### src/rtl/rpt_pkg.sv
package rpt_pkg;
  typedef enum logic [2:0] {
    LK_NONE  = 3'd0,
    LK_ONE   = 3'd1,
    LK_TWO   = 3'd2,
    LK_THREE = 3'd3,
    LK_LONG  = 3'd4
  } loop_kind_e;
endpackage

### src/rtl/rpt_classify.sv
module rpt_classify
  import rpt_pkg::*;
#(
  parameter int ADDR_W = 32,
  parameter int IBYTES = 2
) (
  input  logic [ADDR_W-1:0] start_ptr,
  input  logic [ADDR_W-1:0] end_ptr,
  output loop_kind_e        kind,
  output logic              bad
);
  localparam logic signed [ADDR_W-1:0] STEP = ADDR_W'(IBYTES);

  logic signed [ADDR_W-1:0] diff;

  always_comb begin
    diff = $signed(end_ptr - start_ptr);
    bad  = 1'b0;
    if (diff > 0)                 kind = LK_LONG;
    else if (diff == '0)          kind = LK_THREE;
    else if (diff == -STEP)       kind = LK_TWO;
    else if (diff == -(STEP * 2)) kind = LK_ONE;
    else begin
      kind = LK_NONE;
      bad  = 1'b1;
    end
  end
endmodule

### src/rtl/rpt_bounds.sv
module rpt_bounds
  import rpt_pkg::*;
#(
  parameter int ADDR_W = 32,
  parameter int IBYTES = 2
) (
  input  loop_kind_e        kind,
  input  logic [ADDR_W-1:0] start_ptr,
  input  logic [ADDR_W-1:0] end_ptr,
  output logic [ADDR_W-1:0] det_addr,
  output logic [ADDR_W-1:0] first_addr,
  output logic [ADDR_W-1:0] last_addr
);
  localparam logic [ADDR_W-1:0] STEP = ADDR_W'(IBYTES);

  logic [ADDR_W-1:0] short_first;

  always_comb begin
    short_first = end_ptr - (STEP << 1);
    case (kind)
      LK_ONE: begin
        first_addr = short_first;
        last_addr  = short_first;
      end
      LK_TWO: begin
        first_addr = short_first;
        last_addr  = short_first + STEP;
      end
      LK_THREE: begin
        first_addr = short_first;
        last_addr  = short_first + (STEP << 1);
      end
      default: begin
        first_addr = start_ptr;
        last_addr  = end_ptr;
      end
    endcase
    det_addr = first_addr - STEP;
  end
endmodule

### src/rtl/rpt_seq.sv
module rpt_seq #(
  parameter int ADDR_W = 32,
  parameter int CNT_W  = 12
) (
  input  logic              clk,
  input  logic              rst,
  input  logic              load,
  input  logic [CNT_W-1:0]  load_val,
  input  logic              loop_ok,
  input  logic [ADDR_W-1:0] det_addr,
  input  logic [ADDR_W-1:0] first_addr,
  input  logic [ADDR_W-1:0] last_addr,
  input  logic              ret_valid,
  input  logic [ADDR_W-1:0] ret_addr,
  input  logic              ret_branch,
  output logic [CNT_W-1:0]  count,
  output logic              armed,
  output logic              redir_v,
  output logic [ADDR_W-1:0] redir_a
);
  localparam logic [CNT_W-1:0] TWO = CNT_W'(2);

  always_ff @(posedge clk) begin
    if (rst) begin
      count   <= '0;
      armed   <= 1'b0;
      redir_v <= 1'b0;
      redir_a <= '0;
    end else begin
      redir_v <= 1'b0;
      if (load) begin
        count <= load_val;
        armed <= 1'b0;
      end else if (ret_valid) begin
        if (ret_branch) begin
          armed <= 1'b0;
        end else if (armed && ret_addr == last_addr) begin
          if (count >= TWO) begin
            count   <= count - 1'b1;
            redir_v <= 1'b1;
            redir_a <= first_addr;
          end else begin
            count <= '0;
            armed <= 1'b0;
          end
        end else if (!armed && loop_ok && ret_addr == det_addr && count != '0) begin
          armed <= 1'b1;
        end
      end
    end
  end

  assert_redirect_dec_R6: assert property (@(posedge clk) disable iff (rst)
    redir_v |-> (count == CNT_W'($past(count) - 1'b1)));

  assert_redirect_min_R6: assert property (@(posedge clk) disable iff (rst)
    redir_v |-> ($past(count) >= TWO));

  assert_arm_needs_count_R5: assert property (@(posedge clk) disable iff (rst)
    $rose(armed) |-> ($past(count) != '0 && $past(ret_valid) && !$past(ret_branch)));

  assert_branch_disarm_R8: assert property (@(posedge clk) disable iff (rst)
    (ret_valid && ret_branch && !load) |=> (!armed && !redir_v));
endmodule

### src/rtl/rpt_loop_ctrl.sv
module rpt_loop_ctrl
  import rpt_pkg::*;
#(
  parameter int ADDR_W = 32,
  parameter int CNT_W  = 12,
  parameter int IBYTES = 2
) (
  input  logic              clk,
  input  logic              rst,
  input  logic              rs_wr,
  input  logic [ADDR_W-1:0] rs_wdata,
  input  logic              re_wr,
  input  logic [ADDR_W-1:0] re_wdata,
  input  logic              cnt_wr,
  input  logic [CNT_W-1:0]  cnt_wdata,
  input  logic              ret_valid,
  input  logic [ADDR_W-1:0] ret_addr,
  input  logic              ret_branch,
  output logic              redirect_valid,
  output logic [ADDR_W-1:0] redirect_addr,
  output logic [CNT_W-1:0]  rep_count,
  output logic              loop_err
);
  logic [ADDR_W-1:0] rs_q, re_q;
  logic [ADDR_W-1:0] det_q, first_q, last_q;
  logic [ADDR_W-1:0] det_c, first_c, last_c;
  loop_kind_e        kind_q, kind_c;
  logic              bad_c;
  logic              armed;

  rpt_classify #(.ADDR_W(ADDR_W), .IBYTES(IBYTES)) u_classify (
    .start_ptr (rs_q),
    .end_ptr   (re_q),
    .kind      (kind_c),
    .bad       (bad_c)
  );

  rpt_bounds #(.ADDR_W(ADDR_W), .IBYTES(IBYTES)) u_bounds (
    .kind       (kind_c),
    .start_ptr  (rs_q),
    .end_ptr    (re_q),
    .det_addr   (det_c),
    .first_addr (first_c),
    .last_addr  (last_c)
  );

  always_ff @(posedge clk) begin
    if (rst) begin
      rs_q     <= '0;
      re_q     <= '0;
      kind_q   <= LK_NONE;
      loop_err <= 1'b0;
      det_q    <= '0;
      first_q  <= '0;
      last_q   <= '0;
    end else begin
      if (rs_wr) rs_q <= rs_wdata;
      if (re_wr) re_q <= re_wdata;
      if (cnt_wr) begin
        kind_q   <= kind_c;
        loop_err <= bad_c;
        det_q    <= det_c;
        first_q  <= first_c;
        last_q   <= last_c;
      end
    end
  end

  rpt_seq #(.ADDR_W(ADDR_W), .CNT_W(CNT_W)) u_seq (
    .clk        (clk),
    .rst        (rst),
    .load       (cnt_wr),
    .load_val   (cnt_wdata),
    .loop_ok    (kind_q != LK_NONE),
    .det_addr   (det_q),
    .first_addr (first_q),
    .last_addr  (last_q),
    .ret_valid  (ret_valid),
    .ret_addr   (ret_addr),
    .ret_branch (ret_branch),
    .count      (rep_count),
    .armed      (armed),
    .redir_v    (redirect_valid),
    .redir_a    (redirect_addr)
  );

  assert_err_blocks_R4: assert property (@(posedge clk) disable iff (rst)
    loop_err |-> (!armed && !redirect_valid));

  assert_count_hold_R1: assert property (@(posedge clk) disable iff (rst)
    (!cnt_wr && !ret_valid) |=> $stable(rep_count));

  assert_redirect_cause_R6: assert property (@(posedge clk) disable iff (rst)
    redirect_valid |-> ($past(ret_valid) && !$past(ret_branch) && !$past(cnt_wr)));

  assert_reset_clear_R9: assert property (@(posedge clk)
    rst |=> (rep_count == '0 && !loop_err && !redirect_valid));
endmodule

### config.mk
export PLATFORM = sky130hd
export DESIGN_NAME = rpt_loop_ctrl
export DESIGN_NICKNAME = d
export VERILOG_FILES = /design/src/rtl/rpt_pkg.sv /design/src/rtl/rpt_classify.sv /design/src/rtl/rpt_bounds.sv /design/src/rtl/rpt_seq.sv /design/src/rtl/rpt_loop_ctrl.sv
export SDC_FILE = /design/constraint.sdc
export NUM_CORES = 1
export LEC_CHECK = 0
export BUFFER_PORTS_ARGS = -buffer_cell sky130_fd_sc_hd__buf_2
export CAP_MARGIN = 20
export CORE_ASPECT_RATIO = 0.5
export CORE_MARGIN = 5
export CORE_UTILIZATION = 50
export CTS_CLUSTER_SIZE = 12
export DETAILED_ROUTE_END_ITERATION = 8
export PLACE_DENSITY = 0.68
export SYNTH_ARGS = -nofsm -noshare
export SYNTH_HDL_FRONTEND = slang
export SYNTH_HIERARCHICAL = 1
export SYNTH_SLANG_ARGS = --single-unit
### constraint.sdc
create_clock -name clk -period 7.86 [get_ports clk]
set_input_delay 1.572 -clock clk [delete_from_list [all_inputs] [get_ports clk]]
set_output_delay 1.572 -clock clk [all_outputs]
set_load 0.005 [all_outputs]
Word level (Yosys, flattened, before mapping)
Cells that the tools add are included.
Widths: inputs -> output; s select.
{"block": "totals", "inputBits": 115, "out_inout_bits": 46, "register_bits": 210, "wordCells": 69}
{"block": "op_classes", "n_bitwise": 4, "n_eq_ne": 9, "order_cmp": 2, "n_mux": 20, "n_addsub": 6, "n_reduce_logical": 17}
{"operator": "$pmux 32 s3", "count": 1}
{"operator": "$eq 32x32->1", "count": 2}
{"operator": "$mux 12", "count": 5}
{"operator": "$add 32x2->32 const B", "count": 1}
{"operator": "$add 32x3->32 const B", "count": 1}
{"operator": "$eq 32x2->1 const B", "count": 1}
{"operator": "$eq 32x3->1 const B", "count": 1}
{"operator": "$gt 32x1->1 const B", "count": 1}
{"operator": "$logic_not 32->1", "count": 1}
{"operator": "$mux 32", "count": 1}
{"operator": "$sub 32x2->32 const B", "count": 1}
{"operator": "$sub 32x3->32 const B", "count": 1}
{"operator": "$sub 32x32->32", "count": 1}
{"operator": "$ge 12x2->1 const B", "count": 1}
{"operator": "$reduce_bool 12->1", "count": 1}
{"operator": "$sub 12x1->12 const B", "count": 1}
{"operator": "$mux 1", "count": 10}
{"operator": "$mux 3", "count": 3}
{"operator": "$eq 3x2->1 const B", "count": 2}
{"operator": "$reduce_and 3->1", "count": 2}
{"operator": "$reduce_bool 3->1", "count": 2}
{"operator": "$reduce_and 5->1", "count": 1}
{"operator": "$reduce_or 5->1", "count": 1}
{"operator": "$logic_and 1x1->1", "count": 4}
{"operator": "8 further kinds", "count": 12}

Logic depth before layout (Yosys ltp)
Gate-level depths: netlist (run 1).
{"block": "logic_depth", "depth_word": 10, "mapped_depth": 29, "depth_no_buf": 24}

Hierarchy
Netlist (run 1), hierarchy kept.
{"mod": "rpt_loop_ctrl", "seq_area_each_um2": 3283.1, "area_per_inst_um2": 5879.4, "n_inst": 1, "cells_per_inst": 530}
{"mod": "rpt_bounds", "seq_area_each_um2": 0.0, "area_per_inst_um2": 3593.4, "n_inst": 1, "cells_per_inst": 596}
{"mod": "rpt_seq", "seq_area_each_um2": 920.9, "area_per_inst_um2": 2805.2, "n_inst": 1, "cells_per_inst": 311}
{"mod": "rpt_classify", "seq_area_each_um2": 0.0, "area_per_inst_um2": 2088.3, "n_inst": 1, "cells_per_inst": 319}

Least setup slack after synthesis (run 1)
Ideal clock, no wire load.
{"block": "synth_path", "path_kind": "register to register", "from": "reg re_q[1]", "to": "reg det_q[31]", "stages_incl_launch_ff": 28, "setup_slack_ns": 1.627, "arrival_time_ns": 6.117, "t_required_ns": 7.744, "synth_period_minus_slack_ns": 6.233, "setup_time_ns": 0.116, "path_cell_list": "dfxtp_1 ha_1 and2b_1 o31a_2 a31o_2 a21o_1 a21oi_1 o31a_1 xnor2_1 and4b_1 nand4_1 o41ai_2 o21bai_1 clkbuf_1 clkbuf_1 clkbuf_1 nand2_1 a21boi_0 ha_1 nand2_1 nor2_1 or4b_4 or4_4 buf_6 nor4_4 xor2_1 mux2i_1 nor2_1"}
{"item": "start: declaration", "line_no": "rpt_loop_ctrl.sv:24", "rtl": "logic [ADDR_W-1:0] rs_q, re_q;"}
{"item": "start signal: assignment", "line_no": "rpt_loop_ctrl.sv:58", "rtl": "if (re_wr) re_q <= re_wdata;"}
{"item": "$sub 32x32->32 (*)", "line_no": "rpt_classify.sv:17", "rtl": "diff = $signed(end_ptr - start_ptr);"}
{"item": "branches (longest 3 deep; another with $gt 32x1->1)"}
{"item": "$mux 3 (*)", "line_no": "rpt_classify.sv:19", "rtl": "if (diff > 0) kind = LK_LONG;"}
{"item": "via kind_c[1]", "line_no": "rpt_loop_ctrl.sv:27", "rtl": "loop_kind_e kind_q, kind_c;"}
{"item": "$eq 3x1->1 or $eq 3x2->1 (tied branches)", "line_no": "rpt_bounds.sv:20", "rtl": "case (kind)"}
{"item": "$reduce_or 3->1 (no line) (*)"}
{"item": "$mux 32 (*)", "line_no": "rpt_bounds.sv:20"}
{"item": "$sub 32x2->32 (*)", "line_no": "rpt_bounds.sv:38", "rtl": "det_addr = first_addr - STEP;"}
{"item": "via det_c[31]", "line_no": "rpt_loop_ctrl.sv:26", "rtl": "logic [ADDR_W-1:0] det_c, first_c, last_c;"}
{"item": "end signal: assignment", "line_no": "rpt_loop_ctrl.sv:62", "rtl": "det_q <= det_c;"}
{"item": "end: declaration", "line_no": "rpt_loop_ctrl.sv:25", "rtl": "logic [ADDR_W-1:0] det_q, first_q, last_q;"}
Mark *: on every way through the listed nets, which the timed path passes.
A chain may end at the register's enable or synchronous reset.

Worst setup path in the final report (run 1)
{"block": "layout_path", "from": "reg re_q[1]", "to": "reg det_q[31]"}
{"item": "$sub 32x32->32 (*)", "line_no": "rpt_classify.sv:17"}
{"item": "branches (longest 2 deep; another with $gt 32x1->1)"}
{"item": "$mux 3 (*)", "line_no": "rpt_classify.sv:19"}
{"item": "via kind_c[2]", "line_no": "rpt_loop_ctrl.sv:27"}
{"item": "$eq 3x1->1 or $eq 3x2->1 (tied branches)", "line_no": "rpt_bounds.sv:20"}
{"item": "$reduce_or 3->1 (no line) (*)"}
{"item": "$mux 32 (*)", "line_no": "rpt_bounds.sv:20"}
{"item": "$sub 32x2->32 (*)", "line_no": "rpt_bounds.sv:38"}
{"item": "via det_c[31]", "line_no": "rpt_loop_ctrl.sv:26"}
Marks and branches as above.

==> impl_metrics.ini, run 1 <==
[run_status]
outcome = complete, no violations

[drt]
routed_wl_um = 46500
wl_per_cell_um = 20.8
num_vias = 13500
vias_per_cell = 6.05
drc = 0
postRouteAntennaNets = 0
initialDrtViolationCount = 1655
first_pass_iters = 5

[final_layout]
ff_latch_area_sq_mm = 0.00420
final_common_cell = nor2_1
syn_to_final_growth_pct = 9.62
final_nets = 1997
drive_gt1_share_pct = 13.1
n_fill_cell = 2669
layout_common_cells = nor2_1, dfxtp_1, mux2i_1
stdcell_count = 2233
multi_input_area_sq_mm = 0.00928

[power]
comb_power_share_pct = 25.4
p_switching_uw = 958
power.total_mw = 2.92
powerDensity_mw_per_mm2 = 185
p_leak_nw = 6.74
vdd_drop_max_uv = 151
seqPwrFrac_pct = 40.7
sw_frac_of_total_pct = 32.8
clockPowerShare_pct = 33.9
p_int_mw = 1.96

[die]
core_sq_mm = 0.0280
num_rows = 43
dieHeight_um = 130
initial_core_util_pct = 51.3
ios = 161
die_x_um = 250
die_area_sq_mm = 0.0324

[worst_hold_path]
hp-start = u_seq/redir_a[30]
worstHoldPathType = reg2reg
whs_path_depth = 2

[worst_setup_path]
reg2reg_from = re_q[1]
cp_common_cell = nand4_1
crit_cells = 20
end_kind = register
cp-start-kind = register
crit_type = reg2reg
worst-path-buf-inv = 0
cp.required_ns = 8.26
path_delay_family = simple AND/OR/NAND/NOR gates
worstRegToRegCells = 20
path_max_fanout = 37
cpMaxStageDelayCell = o41ai_1
cp.arrival_ns = 7.27
slowest_delay_ns = 0.79
crit_chain = ha_1, and2b_1, o31a_2, a31o_2, a21oi_2, a31oi_1, xnor2_1, nand4_1, nor4_1, nand4_1, and2_1, o21bai_4, o41ai_1, o21bai_1, or4b_4, or4_4, nor4_4, xor2_1, mux2i_1, nor2_1
cp-startpoint = re_q[1]

[clock_tree]
clkSinkCount = 210
cts_buffer_depth = 3
cts_tree = built
clk_latency_ns = 0.54
cts_buffers = 22
clkTransAtPathRegs_ns = 0.06
cts_resized = 0
hold_buffers = 0
htree_levels = 1
cts_setup_buffers = 0
cts_root_buf = clkbuf_16

[timing]
finalSetupViolCount = 0
hold_viol = 0
finalWorstSetupSlack_ns = 0.989
rsz0062_at_grt = false
worstMarginPinSlew_ns = 1.02
period_share_pct = 87.4
hold_slack_ns = 0.488
drv_slew = 0
fmax_mhz = 146
clock_skew_ns = 0.0328
fin_tns_setup_ns = 0
slew_headroom_pct = 32.0
fin_crit_ns = 6.87

[place]
place_inst = 2202
gp_congestion = 0.987
dp_hpwl_um = 35300
io_buffers = 160
pre_cts_ws_ns = 1.19

[synthesis]
synth_edf_count = 0
syn_inst = 1756
seq_area_frac_synth_pct = 29.3
synth_nets = 1909
avgSynthCellArea_sq_um = 8.18
synth_area_sq_mm = 0.0144
yosysWarnings = 6
synth.distinct_cells = 93
synth-async-reset-ratio_pct = 0
synth_top_flop_cell = dfxtp_1
ys_ff_latch = 210

[global_routing]
globalRouteMet2Util_pct = 40.1
busiest_layer = met1
grt_overflow = 0
met1_usage_pct = 42.6
grt_max_degree = 133
use_met3_pct = 4.04
antenna_found_initial = 0
grt_first_pass_wirelength_um = 71100
grt_pass1_vias = 12000
grt_usage_pct = 27.2

[job]
max-cap-violations = 0
[through the flow]
step	area, sq um	utilization [%]
4_1_cts	15700	56.2
2_1_floorplan	14400	-
5_1_grt	15700	56.2
3_3_place_gp	15100	53.9
3_5_place_dp	15100	53.9
6_report	15700	56.2
[kinds of logic (layout without fill, tap and decap cells)]
family | Yosys count | in the layout | share of synthesized area, %
AOI/OAI and AO/OA | 313 | 313 | 14.8
xor gates and xnor gates | 153 | 153 | 9.33
adders and majority gates | 38 | 38 | 3.31
buffers and inverters | 171 | 265 | 6.28
DFF | 210 | 210 | 29.3
muxes | 204 | 204 | 14.2
other | 0 | 1 | 0
and+or+nand+nor | 667 | 667 | 22.8
[final timing paths]
path | endpoint | slack, ns
worst max-delay path | det_q[31] | 0.99
worst min-delay path | u_seq/redir_a[30] | 0.49
worst max register to register | det_q[31] | 0.99
worst min register to register | u_seq/redir_a[30] | 0.49
[synth_stat cells (23+ instances only)]
cell / n / area share [%]
a21o_1: 23 / 1.2
nor4_1: 36 / 1.6
a21oi_1: 69 / 2.4
o21ai_0: 68 / 2.4
nand2_1: 109 / 2.8
nor2_1: 294 / 7.7
mux2i_1: 201 / 14
nand3_1: 29 / 1.0
nor3_1: 46 / 1.6
ha_1: 38 / 3.3
dfxtp_1: 210 / 29
inv_1: 62 / 1.6
clkbuf_1: 55 / 1.4
nand4_1: 32 / 1.4
xor2_1: 75 / 4.6
xnor2_1: 78 / 4.8
[state kept, by name (all words and copies together) (netlist names)]
name and count:
det_q 32, first_q 32, last_q 32, re_q 32, rs_q 32, u_seq/redir_a 32
u_seq/count 12, kind_q 3, loop_err 1, u_seq/armed 1, u_seq/redir_v 1
[worst reg2reg max path, cell delays in order (launching register included)]
cell and delay (ns):
dfxtp_1 0.58, ha_1 0.38, and2b_1 0.22, o31a_2 0.34, a31o_2 0.29, a21oi_2 0.28, a31oi_1 0.15, xnor2_1 0.29
nand4_1 0.13, nor4_1 0.25, nand4_1 0.22, and2_1 0.39, o21bai_4 0.45, o41ai_1 0.80, o21bai_1 0.22, or4b_4 0.57
or4_4 0.61, nor4_4 0.29, xor2_1 0.10, mux2i_1 0.14, nor2_1 0.05
[power by group through the flow]
stage               Sequential, mW  Clock, mW  Combinational, mW
floorplan                     1.17          0              0.559
global placement              1.21          0              0.723
detailed placement            1.21          0              0.723
CTS                           1.18       1.01              0.727
global route                  1.19       1.06              0.807
finish                        1.19      0.989              0.743
[metal layers]
layer | vias up | wire length (um)
met5 | - | 0
met4 | 0 | 748
met3 | 57 | 4100
met2 | 593 | 19000
met1 | 6446 | 22700
li1 | 6410 | -
[area by class of cell]
class	instances	area share [%]
clock inverter	4	0.373
multi-input combinational	1375	58.9
clock buffer	26	3.72
inverter	63	1.50
antenna	1	0.0159
tap	382	3.03
timing repair buffer	172	5.74
sequential	210	26.7
No activity file was read; power rests on OpenSTA's default activity.
==> run 2, diff against run 1 <==
- REMOVE_ABC_BUFFERS: unset -> 1
==> impl_metrics.ini, run 2 (synthesized netlist as in run 1, its figures left out) <==
[run_status]
outcome = complete, no violations

[global_routing]
antenna_found_initial = 0
grt_max_degree = 82
grt_first_pass_wirelength_um = 70300
grt_pass1_vias = 12100
grt_usage_pct = 27.2
grt_overflow = 0

[drt]
initialDrtViolationCount = 1535
routed_wl_um = 46200
postRouteAntennaNets = 0
drc = 0
first_pass_iters = 6
vias_per_cell = 5.98
wl_per_cell_um = 20.7
num_vias = 13400

[final_layout]
fin_util_pct = 56.4
layout_common_cells = nor2_1, dfxtp_1, mux2i_1
syn_to_final_growth_pct = 10.1
final_nets = 2003
drive_gt1_share_pct = 13.4
antenna_cells = 0
stdcell_count = 2237
final_common_cell = nor2_1

[worst_hold_path]
worstHoldPathType = reg2reg

[worst_setup_path]
worstRegToRegCells = 21
path_max_fanout = 32
rrSetupSlack_ns = 0.93
crit_type = reg2reg
end_kind = register
r2r-end = det_q[28]
cp.arrival_ns = 7.39
cp.required_ns = 8.32
cp-start-kind = register
cp-startpoint = rs_q[14]
reg2reg_from = rs_q[14]
endpoint = det_q[28]

[timing]
finalSetupViolCount = 0
fmax_mhz = 144
hold_slack_ns = 0.487
worstMarginPinSlew_ns = 1.07
drv_slew = 0
hold_viol = 0
fin_crit_ns = 6.93
rsz0062_at_grt = false
finalWorstSetupSlack_ns = 0.931
clock_skew_ns = 0.00981
period_share_pct = 88.2
slew_headroom_pct = 28.5
fin_tns_setup_ns = 0

[power]
seqPwrFrac_pct = 39.8
p_leak_nw = 6.78
comb_power_share_pct = 25.6
p_switching_uw = 966
sw_frac_of_total_pct = 32.6
powerDensity_mw_per_mm2 = 187
p_int_mw = 1.99
vdd_drop_max_uv = 161
clockPowerShare_pct = 34.6

[place]
dp_hpwl_um = 35200
pre_cts_ws_ns = 1.13
gp_congestion = 0.984
place_inst = 2208
io_buffers = 160

[die]
ios = 161
initial_core_util_pct = 51.3
core_sq_mm = 0.0280
dieHeight_um = 130
die_x_um = 250
num_rows = 43
die_area_sq_mm = 0.0324

[clock_tree]
cts_buffers = 22
cts_setup_buffers = 0
htree_levels = 1
cts_root_buf = clkbuf_16
clkSinkCount = 210
hold_buffers = 0
clk_latency_ns = 0.53
cts_resized = 0
cts_tree = built
cts_buffer_depth = 3
clkTransAtPathRegs_ns = 0.06

[job]
max-cap-violations = 0
## run 2: layer usage
layer	GRT usage [%]	wire length (um)	vias up
met5	0	0	-
li1	-	-	6420
met2	39.3	18600	603
met3	6.71	4710	62
met4	4.64	812	0
met1	41.3	22100	6296
## run 2: cell type report
class | instances | area (sq um)
Fill cell | 2656 | 12200
Multi-Input combinational cell | 1375 | 9280
Inverter | 63 | 236
Clock buffer | 25 | 582
Tap cell | 382 | 478
Sequential cell | 210 | 4200
Timing Repair Buffer | 178 | 948
Clock inverter | 4 | 83.8
## run 2: stage by stage
stage | cell area (sq um) | power, mW
global route | 15800 | 3.09
floorplan | 13700 | 1.67
detailed placement | 15100 | 1.93
CTS | 15800 | 2.96
finish | 15800 | 2.96
global placement | 15100 | 1.94
## run 2: critical path, cell delays in order, from the launching register on
cell	delay [ns]
dfxtp_1	0.55
inv_1	0.08
ha_1	0.41
nand4_1	0.17
or2_2	0.34
nor2_1	0.18
a21oi_2	0.12
a211oi_1	0.34
nor2_1	0.09
xnor2_1	0.41
nor2b_1	0.23
nand4_1	0.21
and2_1	0.41
o21bai_4	0.43
o41ai_1	0.79
o21bai_1	0.24
or4_1	0.55
or4_1	0.59
nor3_1	0.28
xor2_1	0.20
mux2i_1	0.09
nor2_1	0.12
## run 2: worst min path at each step
| stage | endpoint | depth (start not counted) | startpoint | slack [ns] |
|---|---|---|---|---|
| after floorplan | kind_q[1] | 2 | kind_q[1] | 0.45 |
| after global placement | u_seq/redir_a[12] | 2 | u_seq/redir_a[12] | 0.47 |
| after detailed placement | u_seq/redir_a[27] | 2 | u_seq/redir_a[27] | 0.48 |
| after CTS | u_seq/redir_a[27] | 2 | u_seq/redir_a[27] | 0.49 |
| after global routing | u_seq/redir_a[6] | 2 | u_seq/redir_a[6] | 0.52 |
| final | u_seq/redir_a[12] | 2 | u_seq/redir_a[12] | 0.49 |
## run 2: power groups by stage
stage | registers [mW] | clock network (mW) | logic [mW]
global route | 1.18 | 1.09 | 0.822
CTS | 1.18 | 1.05 | 0.739
global placement | 1.20 | 0 | 0.739
floorplan | 1.18 | 0 | 0.498
detailed placement | 1.20 | 0 | 0.735
finish | 1.18 | 1.02 | 0.757
